<file path="src/rtl/tmr_flag_pkg.sv">
`timescale 1ns/1ps
package tmr_flag_pkg;
  localparam int ADDR_W   = 5;
  localparam int CNT_W    = 16;
  localparam int PRE_W    = 8;
  localparam int NCH      = 8;
  localparam int CTRL_W   = 7;

  localparam logic [ADDR_W-1:0] A_CTRL  = 5'd0;
  localparam logic [ADDR_W-1:0] A_DIV   = 5'd1;
  localparam logic [ADDR_W-1:0] A_CNT   = 5'd2;
  localparam logic [ADDR_W-1:0] A_CHFLG = 5'd3;
  localparam logic [ADDR_W-1:0] A_WRAP  = 5'd4;
  localparam int                A_CHBASE = 8;

  localparam int B_EN   = 0;
  localparam int B_FAST = 1;
  localparam int B_FSTP = 2;
  localparam int B_PREC = 3;
  localparam int B_SEL  = 4;
endpackage

</file>
<file path="src/rtl/tmr_prescaler.sv">
`timescale 1ns/1ps
module tmr_prescaler #(
  parameter int PRE_W = 8
) (
  input  logic             clk,
  input  logic             rst_n,
  input  logic             run_i,
  input  logic             restart_i,
  input  logic [PRE_W-1:0] lim_i,
  output logic             tick_o
);
  logic [PRE_W-1:0] div_q, div_d;
  logic             div_en;

  always_comb begin
    tick_o = run_i && !restart_i && (div_q >= lim_i);
    div_en = run_i || restart_i;
    if (restart_i || tick_o) div_d = '0;
    else                     div_d = div_q + 1'b1;
  end

  always_ff @(posedge clk or negedge rst_n) begin
    if (!rst_n)      div_q <= '0;
    else if (div_en) div_q <= div_d;
  end

  AST_PRE_HOLD: assert property (@(posedge clk) disable iff (!rst_n)
    (!run_i && !restart_i) |=> $stable(div_q));
  AST_PRE_RESTART: assert property (@(posedge clk) disable iff (!rst_n)
    restart_i |=> (div_q == '0));
endmodule

</file>
<file path="src/rtl/tmr_counter.sv">
`timescale 1ns/1ps
module tmr_counter #(
  parameter int CNT_W = 16
) (
  input  logic             clk,
  input  logic             rst_n,
  input  logic             tick_i,
  input  logic             load_i,
  input  logic [CNT_W-1:0] load_val_i,
  output logic [CNT_W-1:0] cnt_o,
  output logic             wrap_o
);
  localparam logic [CNT_W-1:0] CNT_MAX = {CNT_W{1'b1}};

  logic [CNT_W-1:0] cnt_q, cnt_d;
  logic             cnt_en;

  always_comb begin
    cnt_en = tick_i || load_i;
    wrap_o = tick_i && !load_i && (cnt_q == CNT_MAX);
    if (load_i) cnt_d = load_val_i;
    else        cnt_d = cnt_q + 1'b1;
  end

  always_ff @(posedge clk or negedge rst_n) begin
    if (!rst_n)      cnt_q <= '0;
    else if (cnt_en) cnt_q <= cnt_d;
  end

  assign cnt_o = cnt_q;

  AST_CNT_STEP: assert property (@(posedge clk) disable iff (!rst_n)
    (tick_i && !load_i) |=> (cnt_q == $past(cnt_q) + 1'b1));
  AST_CNT_LOAD: assert property (@(posedge clk) disable iff (!rst_n)
    load_i |=> (cnt_q == $past(load_val_i)));
  AST_CNT_HOLD: assert property (@(posedge clk) disable iff (!rst_n)
    (!tick_i && !load_i) |=> $stable(cnt_q));
  AST_CNT_WRAP_ZERO: assert property (@(posedge clk) disable iff (!rst_n)
    wrap_o |=> (cnt_q == '0));
endmodule

</file>
<file path="src/rtl/tmr_flag_bank.sv">
`timescale 1ns/1ps
module tmr_flag_bank #(
  parameter int N = 8
) (
  input  logic         clk,
  input  logic         rst_n,
  input  logic [N-1:0] set_i,
  input  logic [N-1:0] clr_i,
  output logic [N-1:0] flag_o
);
  logic [N-1:0] flag_q, flag_d, flag_en;

  for (genvar i = 0; i < N; i++) begin : g_flag
    always_comb begin
      flag_en[i] = set_i[i] || clr_i[i];
      flag_d[i]  = set_i[i];
    end

    always_ff @(posedge clk or negedge rst_n) begin
      if (!rst_n)          flag_q[i] <= 1'b0;
      else if (flag_en[i]) flag_q[i] <= flag_d[i];
    end
  end

  assign flag_o = flag_q;

  AST_SET_WINS: assert property (@(posedge clk) disable iff (!rst_n)
    (|set_i) |=> ((flag_q & $past(set_i)) == $past(set_i)));
  AST_CLR_TAKES: assert property (@(posedge clk) disable iff (!rst_n)
    (|(clr_i & ~set_i)) |=> ((flag_q & $past(clr_i & ~set_i)) == '0));
  AST_NO_STRAY_SET: assert property (@(posedge clk) disable iff (!rst_n)
    1'b1 |=> ((flag_q & ~$past(flag_q) & ~$past(set_i)) == '0));
endmodule

</file>
<file path="src/rtl/tmr_flag_ctl.sv">
`timescale 1ns/1ps
module tmr_flag_ctl
  import tmr_flag_pkg::*;
(
  input  logic              clk,
  input  logic              rst_n,
  input  logic              bus_rd,
  input  logic              bus_wr,
  input  logic [ADDR_W-1:0] bus_addr,
  input  logic [CNT_W-1:0]  bus_wdata,
  output logic [CNT_W-1:0]  bus_rdata,
  input  logic              freeze_i,
  input  logic [NCH-1:0]    ch_evt_i,
  output logic [CNT_W-1:0]  cnt_o,
  output logic [NCH-1:0]    ch_flag_o,
  output logic              ovf_o
);
  // reset: asserted asynchronously, released on the clock
  logic [1:0] rst_sync_q;
  logic       rst_int_n;

  always_ff @(posedge clk or negedge rst_n) begin
    if (!rst_n) rst_sync_q <= 2'b00;
    else        rst_sync_q <= {rst_sync_q[0], 1'b1};
  end
  assign rst_int_n = rst_sync_q[1];

  // address decode
  logic           any_acc;
  logic           hit_ctrl, hit_div, hit_cnt, hit_chflg, hit_wrap;
  logic [NCH-1:0] hit_ch;

  always_comb begin
    any_acc   = bus_rd || bus_wr;
    hit_ctrl  = (bus_addr == A_CTRL);
    hit_div   = (bus_addr == A_DIV);
    hit_cnt   = (bus_addr == A_CNT);
    hit_chflg = (bus_addr == A_CHFLG);
    hit_wrap  = (bus_addr == A_WRAP);
  end

  for (genvar i = 0; i < NCH; i++) begin : g_dec
    assign hit_ch[i] = (bus_addr == ADDR_W'(A_CHBASE + i));
  end

  // control and divider registers
  logic [CTRL_W-1:0] ctrl_q;
  logic [PRE_W-1:0]  div_q;
  logic              ctrl_we, div_we;

  assign ctrl_we = bus_wr && hit_ctrl;
  assign div_we  = bus_wr && hit_div;

  always_ff @(posedge clk or negedge rst_int_n) begin
    if (!rst_int_n)   ctrl_q <= '0;
    else if (ctrl_we) ctrl_q <= bus_wdata[CTRL_W-1:0];
  end

  always_ff @(posedge clk or negedge rst_int_n) begin
    if (!rst_int_n)  div_q <= '0;
    else if (div_we) div_q <= bus_wdata[PRE_W-1:0];
  end

  logic       fast_clr, run;
  logic [2:0] sel;
  logic [PRE_W-1:0] lim;

  always_comb begin
    fast_clr = ctrl_q[B_FAST];
    sel      = ctrl_q[B_SEL +: 3];
    run      = ctrl_q[B_EN] && !(freeze_i && ctrl_q[B_FSTP]);
    if (ctrl_q[B_PREC]) lim = div_q;
    else                lim = ~({PRE_W{1'b1}} << sel);
  end

  // prescaler and counter
  logic             tick, cnt_load, wrap;
  logic [CNT_W-1:0] cnt;

  assign cnt_load = bus_wr && hit_cnt;

  tmr_prescaler #(.PRE_W(PRE_W)) u_pre (
    .clk      (clk),
    .rst_n    (rst_int_n),
    .run_i    (run),
    .restart_i(cnt_load),
    .lim_i    (lim),
    .tick_o   (tick)
  );

  tmr_counter #(.CNT_W(CNT_W)) u_cnt (
    .clk       (clk),
    .rst_n     (rst_int_n),
    .tick_i    (tick),
    .load_i    (cnt_load),
    .load_val_i(bus_wdata),
    .cnt_o     (cnt),
    .wrap_o    (wrap)
  );

  // channel data registers
  logic [CNT_W-1:0] ch_q [NCH];

  for (genvar i = 0; i < NCH; i++) begin : g_chreg
    logic ch_we;
    assign ch_we = bus_wr && hit_ch[i];
    always_ff @(posedge clk or negedge rst_int_n) begin
      if (!rst_int_n) ch_q[i] <= '0;
      else if (ch_we) ch_q[i] <= bus_wdata;
    end
  end

  // flag clear selection: the two methods never act together
  logic [NCH-1:0] ch_clr, ch_flags;
  logic [0:0]     wrap_clr, wrap_flag;

  always_comb begin
    if (fast_clr) begin
      ch_clr      = any_acc ? hit_ch : '0;
      wrap_clr[0] = any_acc && hit_cnt;
    end else begin
      ch_clr      = (bus_wr && hit_chflg) ? bus_wdata[NCH-1:0] : '0;
      wrap_clr[0] = bus_wr && hit_wrap && bus_wdata[0];
    end
  end

  tmr_flag_bank #(.N(NCH)) u_chflg (
    .clk   (clk),
    .rst_n (rst_int_n),
    .set_i (ch_evt_i),
    .clr_i (ch_clr),
    .flag_o(ch_flags)
  );

  tmr_flag_bank #(.N(1)) u_wrapflg (
    .clk   (clk),
    .rst_n (rst_int_n),
    .set_i (wrap),
    .clr_i (wrap_clr),
    .flag_o(wrap_flag)
  );

  // read data
  always_comb begin
    bus_rdata = '0;
    if (hit_ctrl)  bus_rdata = CNT_W'(ctrl_q);
    if (hit_div)   bus_rdata = CNT_W'(div_q);
    if (hit_cnt)   bus_rdata = cnt;
    if (hit_chflg) bus_rdata = CNT_W'(ch_flags);
    if (hit_wrap)  bus_rdata = CNT_W'(wrap_flag);
    for (int i = 0; i < NCH; i++) begin
      if (hit_ch[i]) bus_rdata = ch_q[i];
    end
  end

  assign cnt_o     = cnt;
  assign ch_flag_o = ch_flags;
  assign ovf_o     = wrap_flag[0];

  AST_WRAP_SETS_FLAG: assert property (@(posedge clk) disable iff (!rst_int_n)
    wrap |=> ovf_o);
  AST_FAST_W1C_IGNORED: assert property (@(posedge clk) disable iff (!rst_int_n)
    (fast_clr && bus_wr && hit_wrap && !wrap) |=> (ovf_o == $past(ovf_o)));
  AST_FAST_CH_W1C_IGNORED: assert property (@(posedge clk) disable iff (!rst_int_n)
    (fast_clr && bus_wr && hit_chflg) |=> ((ch_flag_o & ~$past(ch_evt_i)) == ($past(ch_flag_o) & ~$past(ch_evt_i))));
  AST_NORMAL_ACCESS_SPARES: assert property (@(posedge clk) disable iff (!rst_int_n)
    (!fast_clr && any_acc && (|hit_ch)) |=> ((ch_flag_o & $past(ch_flag_o)) == $past(ch_flag_o)));
endmodule

</file>
<file path="config.mk">
export PLATFORM = sky130hd
export DESIGN_NAME = tmr_flag_ctl
export DESIGN_NICKNAME = d
export VERILOG_FILES = /design/src/rtl/tmr_flag_pkg.sv /design/src/rtl/tmr_prescaler.sv /design/src/rtl/tmr_counter.sv /design/src/rtl/tmr_flag_bank.sv /design/src/rtl/tmr_flag_ctl.sv
export SDC_FILE = /design/constraint.sdc
export NUM_CORES = 1
export LEC_CHECK = 0
export ABC_AREA = 1
export CAP_MARGIN = 15
export CORE_ASPECT_RATIO = 0.8
export CORE_MARGIN = 2
export CORE_UTILIZATION = 58
export DETAILED_ROUTE_END_ITERATION = 16
export DONT_BUFFER_PORTS = 1
export PLACE_DENSITY = 0.87
export SKIP_CTS_REPAIR_TIMING = 1
export SYNTH_ARGS = -nofsm -noshare
export SYNTH_HDL_FRONTEND = slang
export SYNTH_SLANG_ARGS = --single-unit
export TNS_END_PERCENT = 100
</file>
<file path="constraint.sdc">
create_clock -name clk -period 5.63 [get_ports clk]
set_input_delay 0.8445 -clock clk [delete_from_list [all_inputs] [get_ports clk]]
set_output_delay 0.8445 -clock clk [all_outputs]
set_load 0.005 [all_outputs]
</file>
==> results of run 1 <==
-- final timing paths --
| check | from | endpoint | slack (ns) | depth (start not counted) |
|---|---|---|---|---|
| max | bus_addr[1] | bus_rdata[4] | 1.98 | 8 |
| min | rst_n | rst_sync_q[1]$_DFF_PN0_ | 0.09 | 0 |
| max reg2reg | ctrl_q[3]$_DFFE_PN0P_ | u_cnt.cnt_o[15]$_DFFE_PN0N_ | 2.48 | 13 |
| min reg2reg | rst_sync_q[0]$_DFF_PN0_ | rst_sync_q[1]$_DFF_PN0_ | 0.35 | 0 |
| max in group asynchronous | rst_sync_q[1]$_DFF_PN0_ | ch_q[11]$_DFFE_PN0P_ | 3.99 | 1 |
| min in group clk | rst_sync_q[0]$_DFF_PN0_ | rst_sync_q[1]$_DFF_PN0_ | 0.35 | 0 |
-- stage by stage --
step                 util  total power, uW  setup WS [ns]
floorplan               -             2190          0.303
global placement    0.602             2340           2.08
CTS                 0.643             3570           2.04
finish              0.643             3570           1.98
detailed placement  0.602             2380           2.04
global route        0.643             3760           1.82
-- sequential cells by signal, summed over array words and instances (netlist names) --
signal and flops:
u_cnt.cnt_o 16, u_pre.div_q 8, u_chflg.flag_o 8, ctrl_q 7, rst_sync_q 2, u_wrapflg.flag_o 1, ch_q 128, div_q 8
-- worst reg2reg max path: cells and delay by family (launching register included) --
| family | cells | cell delay, ns |
|---|---|---|
| buffers and inverters | 2 | 0.45 |
| DFF | 1 | 0.52 |
| AOI/OAI and AO/OA | 5 | 0.74 |
| adders and majority gates | 1 | 0.31 |
| and+or+nand+nor | 5 | 1.03 |
-- cell families (layout without fill, tap and decap cells) --
logic type               Yosys count  count (layout)  synth area share
AO/OA/AOI/OAI                    238             238             0.149
XOR/XNOR                          12              12            0.0122
adder cells (fa/ha/maj)           10              10            0.0145
buffers and inverters            126             113            0.0587
flip-flops                       178             178             0.517
other                              1               2          0.000435
AND/OR/NAND/NOR                  503             503             0.248
-- metal layers --
layer	wire length (um)	vias up	track usage
li1	-	3469	-
met1	9520	3518	0.407
met2	10100	319	0.455
met3	1870	59	0.0770
met4	606	0	0.110
met5	0	-	0
-- where the power goes --
part / switching [uW] / internal [uW]
clock: 527 / 670
combinational: 385 / 225
sequential: 232 / 1530
total: 1140 / 2430
-- placed cells by master (no fill, tap or decap), types with 17 or more instances in the layout --
cell type / instances
nand2_1: 339
dfrtp_1: 177
o21ai_0: 170
inv_1: 74
nand3_1: 55
nor2_1: 49
a21oi_1: 29
nand4_1: 24
o211ai_1: 20
clkbuf_16: 17
-- layout make-up --
class / instances / area, um^2 / share of cell area
diodes: 1 / 2.50 / 0.000270
clock buffers: 18 / 439 / 0.0474
well taps: 184 / 230 / 0.0249
inverters: 77 / 289 / 0.0312
clock inverters: 14 / 153 / 0.0165
multi-input cells: 764 / 3660 / 0.395
flip-flops and latches: 178 / 4460 / 0.481
repair buffers: 4 / 30.0 / 0.00324
==> run metrics, run 1 <==
CP required 4.79 ns; Post-Synthesis Cells 1068; number of synthesized flops with an enable pin 0; critical path, cell by cell inv_1 > nor2_2 > nand2_2 > nor2_2 > inv_1 > or2_2 > nand2_1 > nand2_1; ranking of synthesized cells by area dfrtp_1 (52%), nand2_1 (15%), o21ai_0 (9.9%), inv_1 (3.2%), nand3_1 (3.2%); status finished, final reports clean; area leader, netlist dfrtp_1; Async S/R FF share, synth 1.00; WL per Instance about 18 um; CP peak stage delay 0.68 ns; post-layout minimum cycle time about 3.6 ns; Min Hold Slack 0.0850 ns; DRC 0; LEAKAGE 0.00428 uW; fmax 0.274 GHz; Iter 0 DRT Violations 712; Die Span Y 113 um; top post-synthesis cells by count nand2_1 (339), dfrtp_1 (178), o21ai_0 (170); CTS Buf Count 17; largest fanout on the critical path 18; ANT nets after route 0; Core Rows 39; Crit path buffers/inverters 2; Placed Instance Area 8660 um^2; io pins 75; number of global-route vias before repair 7034; Max Root-Sink Buffers 2; critical path's top delay family simple AND/OR/NAND/NOR gates; Finished Layout Cells ~1200; fraction of layout cells with a size suffix above 1 0.0645; synthesized area 8620 um^2; VDD IR max 0.282 mV; Slowest-stage cell, CP nor2_2; Avg Synthesized Cell Area 8.07 um^2; total track usage 0.295; setup violators final 0; RePlAce Congestion 1.00; Hold Path Class in -> async; Design Area, Final 9260 um^2; Yosys top cell area share 0.517; die area 15900 um^2; core box area 14400 um^2; most frequent cell after synthesis nand2_1; DR pass1 iterations 7; final setup skew 0.00672 ns; grt total ovfl 0; CTS root buf clkbuf_16; post-synth net total 1112; placed cells approximately 1200; Buffers on Ports 0; sum of negative setup slack 0 ns; Setup CP Type in -> out; RSZ-0062 raised after global routing false; sequential fraction of the synthesis area 0.517; dpl hpwl 15400 um; Horiz. Die Dim 140 um; max-cap viol count 0; Via density roughly 6; Area growth, synth to finish 7.45%; crit end category primary output; Worst-Skew Late Latency 0.45 ns; CP startpoint kind primary input; Cell variety after synth 39; Max-Slew Margin vs Limit 0.337; Post-Route WL 22100 um; Fin. Hold Viols 0; fin nets 1086; power per cell area about 390 nW/um^2; CTS sink count 178; CTS tree built; Initial Util 0.599; worst slew pin tran about 0.99 ns; #FFs+latches synth 178; DR vias between 7000 and 8000; initial antenna violation count 1; final slew viol count 0; CP arrival 2.80 ns; Syn. warnings 0; fin crit share 0.648; largest net degree at the start of global routing 66; first-pass GRT wire length 36400 um; htree depth 4; top_reg_cell synth dfrtp_1; Fillers 1182; clk slew on worst S/H paths about 0.070 ns
Note: power is estimated with default switching activity, not from simulation.
==> run 2: changes to the inputs <==
==> constraint.sdc (replaced) <==
create_clock -name clk -period 3.2 [get_ports clk]
set_input_delay 0.48 -clock clk [delete_from_list [all_inputs] [get_ports clk]]
set_output_delay 0.48 -clock clk [all_outputs]
set_load 0.005 [all_outputs]
==> run metrics, run 2 (synthesis results as in run 1) <==
status finished, final reports clean; final worst slack 0.374 ns (-1.61 ns); post-layout minimum cycle time 2.83 ns; RSZ-0062 raised after global routing false; worst slack, placed 0.497 ns (-1.55 ns); LEAKAGE 0.00432 uW (+0.82%); Buffers on Ports 0 (unchanged); Iter 0 DRT Violations 1070 (+50%); fmax 0.354 GHz; fin nets 1098 (+1.1%); Max Root-Sink Buffers 2 (unchanged); total track usage 0.300 (+0.00477); Area growth, synth to finish 8.45%; Sw Pwr 1990 uW (+74%); largest fanout on the critical path 13 (-5); Internal 4260 uW (+76%); CTS root buf clkbuf_16; CP required 3.52 ns (-1.27 ns); RePlAce Congestion 0.990 (-1.4%); DRC 0 (unchanged); Initial Util 0.599 (unchanged); grt total ovfl 0 (unchanged); htree depth 4 (unchanged); min-delay src ch_evt_i[7]; largest net degree at the start of global routing 86 (+30%); Core Rows 39 (unchanged); Horiz. Die Dim 140 um (unchanged); Setup CP Type reg -> reg; CP peak stage delay 0.50 ns (-0.18 ns); Fin. Hold Viols 0 (unchanged); final slew viol count 0 (unchanged); io pins 75 (unchanged); Largest register FFs 128 (unchanged); logic gate share of total power 0.174 (+0.003); fin crit share 0.883; DR vias 7509 (+2.0%); Sequential Power Share 0.495 (about the same); Pwr Total 6250 uW (+75%); sum of negative setup slack 0 ns (unchanged); Clock power frac 0.331 (-0.004); Die Span Y 113 um (unchanged); max-cap viol count 0 (unchanged); core box area 14400 um^2 (unchanged); Top reg by flops ch_q; Post-Route WL 22400 um (+1.1%); worst slew pin tran 0.990 ns (-0.00272 ns); Slowest-stage cell, CP dfrtp_1; critical path's top delay family simple AND/OR/NAND/NOR gates; Hold Path Class in -> reg; CP startpoint ctrl_q[3]$_DFFE_PN0P_; reg2reg start ctrl_q[3]$_DFFE_PN0P_; number of global-route vias before repair 7251 (+3.1%); CP arrival 3.15 ns (+0.35 ns); CTS tree built; Via density 6.01 (+1.1%); CTS Buf Count 17 (unchanged); fraction of layout cells with a size suffix above 1 0.0723 (+0.00785); most frequent cells in the layout nand2_1 (339), dfrtp_1 (177), o21ai_0 (170); power per cell area 669 nW/um^2 (+73%); Worst-Skew Late Latency 0.45 ns (about the same); dpl hpwl 15500 um (+0.30%); critical path, cell by cell inv_1 > nand3_1 > o21ai_0 > ha_1 > a21oi_1 > o21ai_0 > nand2_1 > o2111ai_1 > nand2_1 > nand2_1 > o21ai_0 > o21ai_0; VDD IR max 0.424 mV (+51%); first-pass GRT wire length 37000 um (+1.7%); WL per Instance 17.9 um (+0.29%); commonest non-fill, non-tap cell in the layout nand2_1; CP startpoint kind register; Final Util 0.649 (+0.00600); Sw Share 0.318 (-0.00207); final setup skew 0.0132 ns (+0.00646 ns); setup violators final 0 (unchanged); CP dominant cell by count o21ai_0; clk slew on worst S/H paths 0.07 ns (about the same); die area 15900 um^2 (unchanged); initial antenna violation count 1 (unchanged); CTS sink count 178 (unchanged); ANT nets after route 0 (unchanged); crit end category register; Min Hold Slack 0.136 ns (+0.0510 ns); DR pass1 iterations 6 (-1); Crit path buffers/inverters 1 (-1); Max-Slew Margin vs Limit 0.338 (+0.00182)
-- run 2: final cells by class --
class,instances,area (um^2)
Timing Repair Buffer,16,135
Clock inverter,12,134
Sequential cell,178,4460
Clock buffer,18,439
Fill cell,1144,5050
Antenna cell,1,2.50
Tap cell,184,230
Multi-Input combinational cell,764,3660
Inverter,77,289
-- run 2: per-stage QoR --
| step | area (um^2) | cells |
|---|---|---|
| 3_3_place_gp | 8760 | 1218 |
| 6_report | 9350 | 1250 |
| 3_5_place_dp | 8760 | 1218 |
| 5_1_grt | 9350 | 1250 |
| 2_1_floorplan | 8620 | 1068 |
| 4_1_cts | 9330 | 1248 |
-- run 2: metal layers --
layer | routed length [um] | global-route usage | vias up
li1 | - | - | 3487
met4 | 471 | 0.104 | 0
met1 | 9360 | 0.409 | 3588
met2 | 10200 | 0.463 | 386
met5 | 0 | 0 | -
met3 | 2290 | 0.0889 | 48
-- run 2: worst paths after layout --
check	slack, ns	cells after the start	to
max in group asynchronous	2.12	1	u_chflg.flag_o[1]$_DFFE_PN0P_
min in group asynchronous	0.26	1	rst_sync_q[1]$_DFF_PN0_
worst max-delay path	0.37	12	u_cnt.cnt_o[15]$_DFFE_PN0N_
worst max register to register	0.37	12	u_cnt.cnt_o[15]$_DFFE_PN0N_
worst min-delay path	0.14	1	u_chflg.flag_o[7]$_DFFE_PN0P_
worst min register to register	0.27	0	u_cnt.cnt_o[9]$_DFFE_PN0N_
-- run 2: power groups by stage --
stage / combinational [uW] / clock [uW] / sequential, uW
after floorplan: 823 / 0 / 3020
after global placement: 1020 / 0 / 3100
after detailed placement: 1070 / 0 / 3120
after CTS: 1080 / 2060 / 3090
after global routing: 1260 / 2160 / 3160
final: 1090 / 2070 / 3100
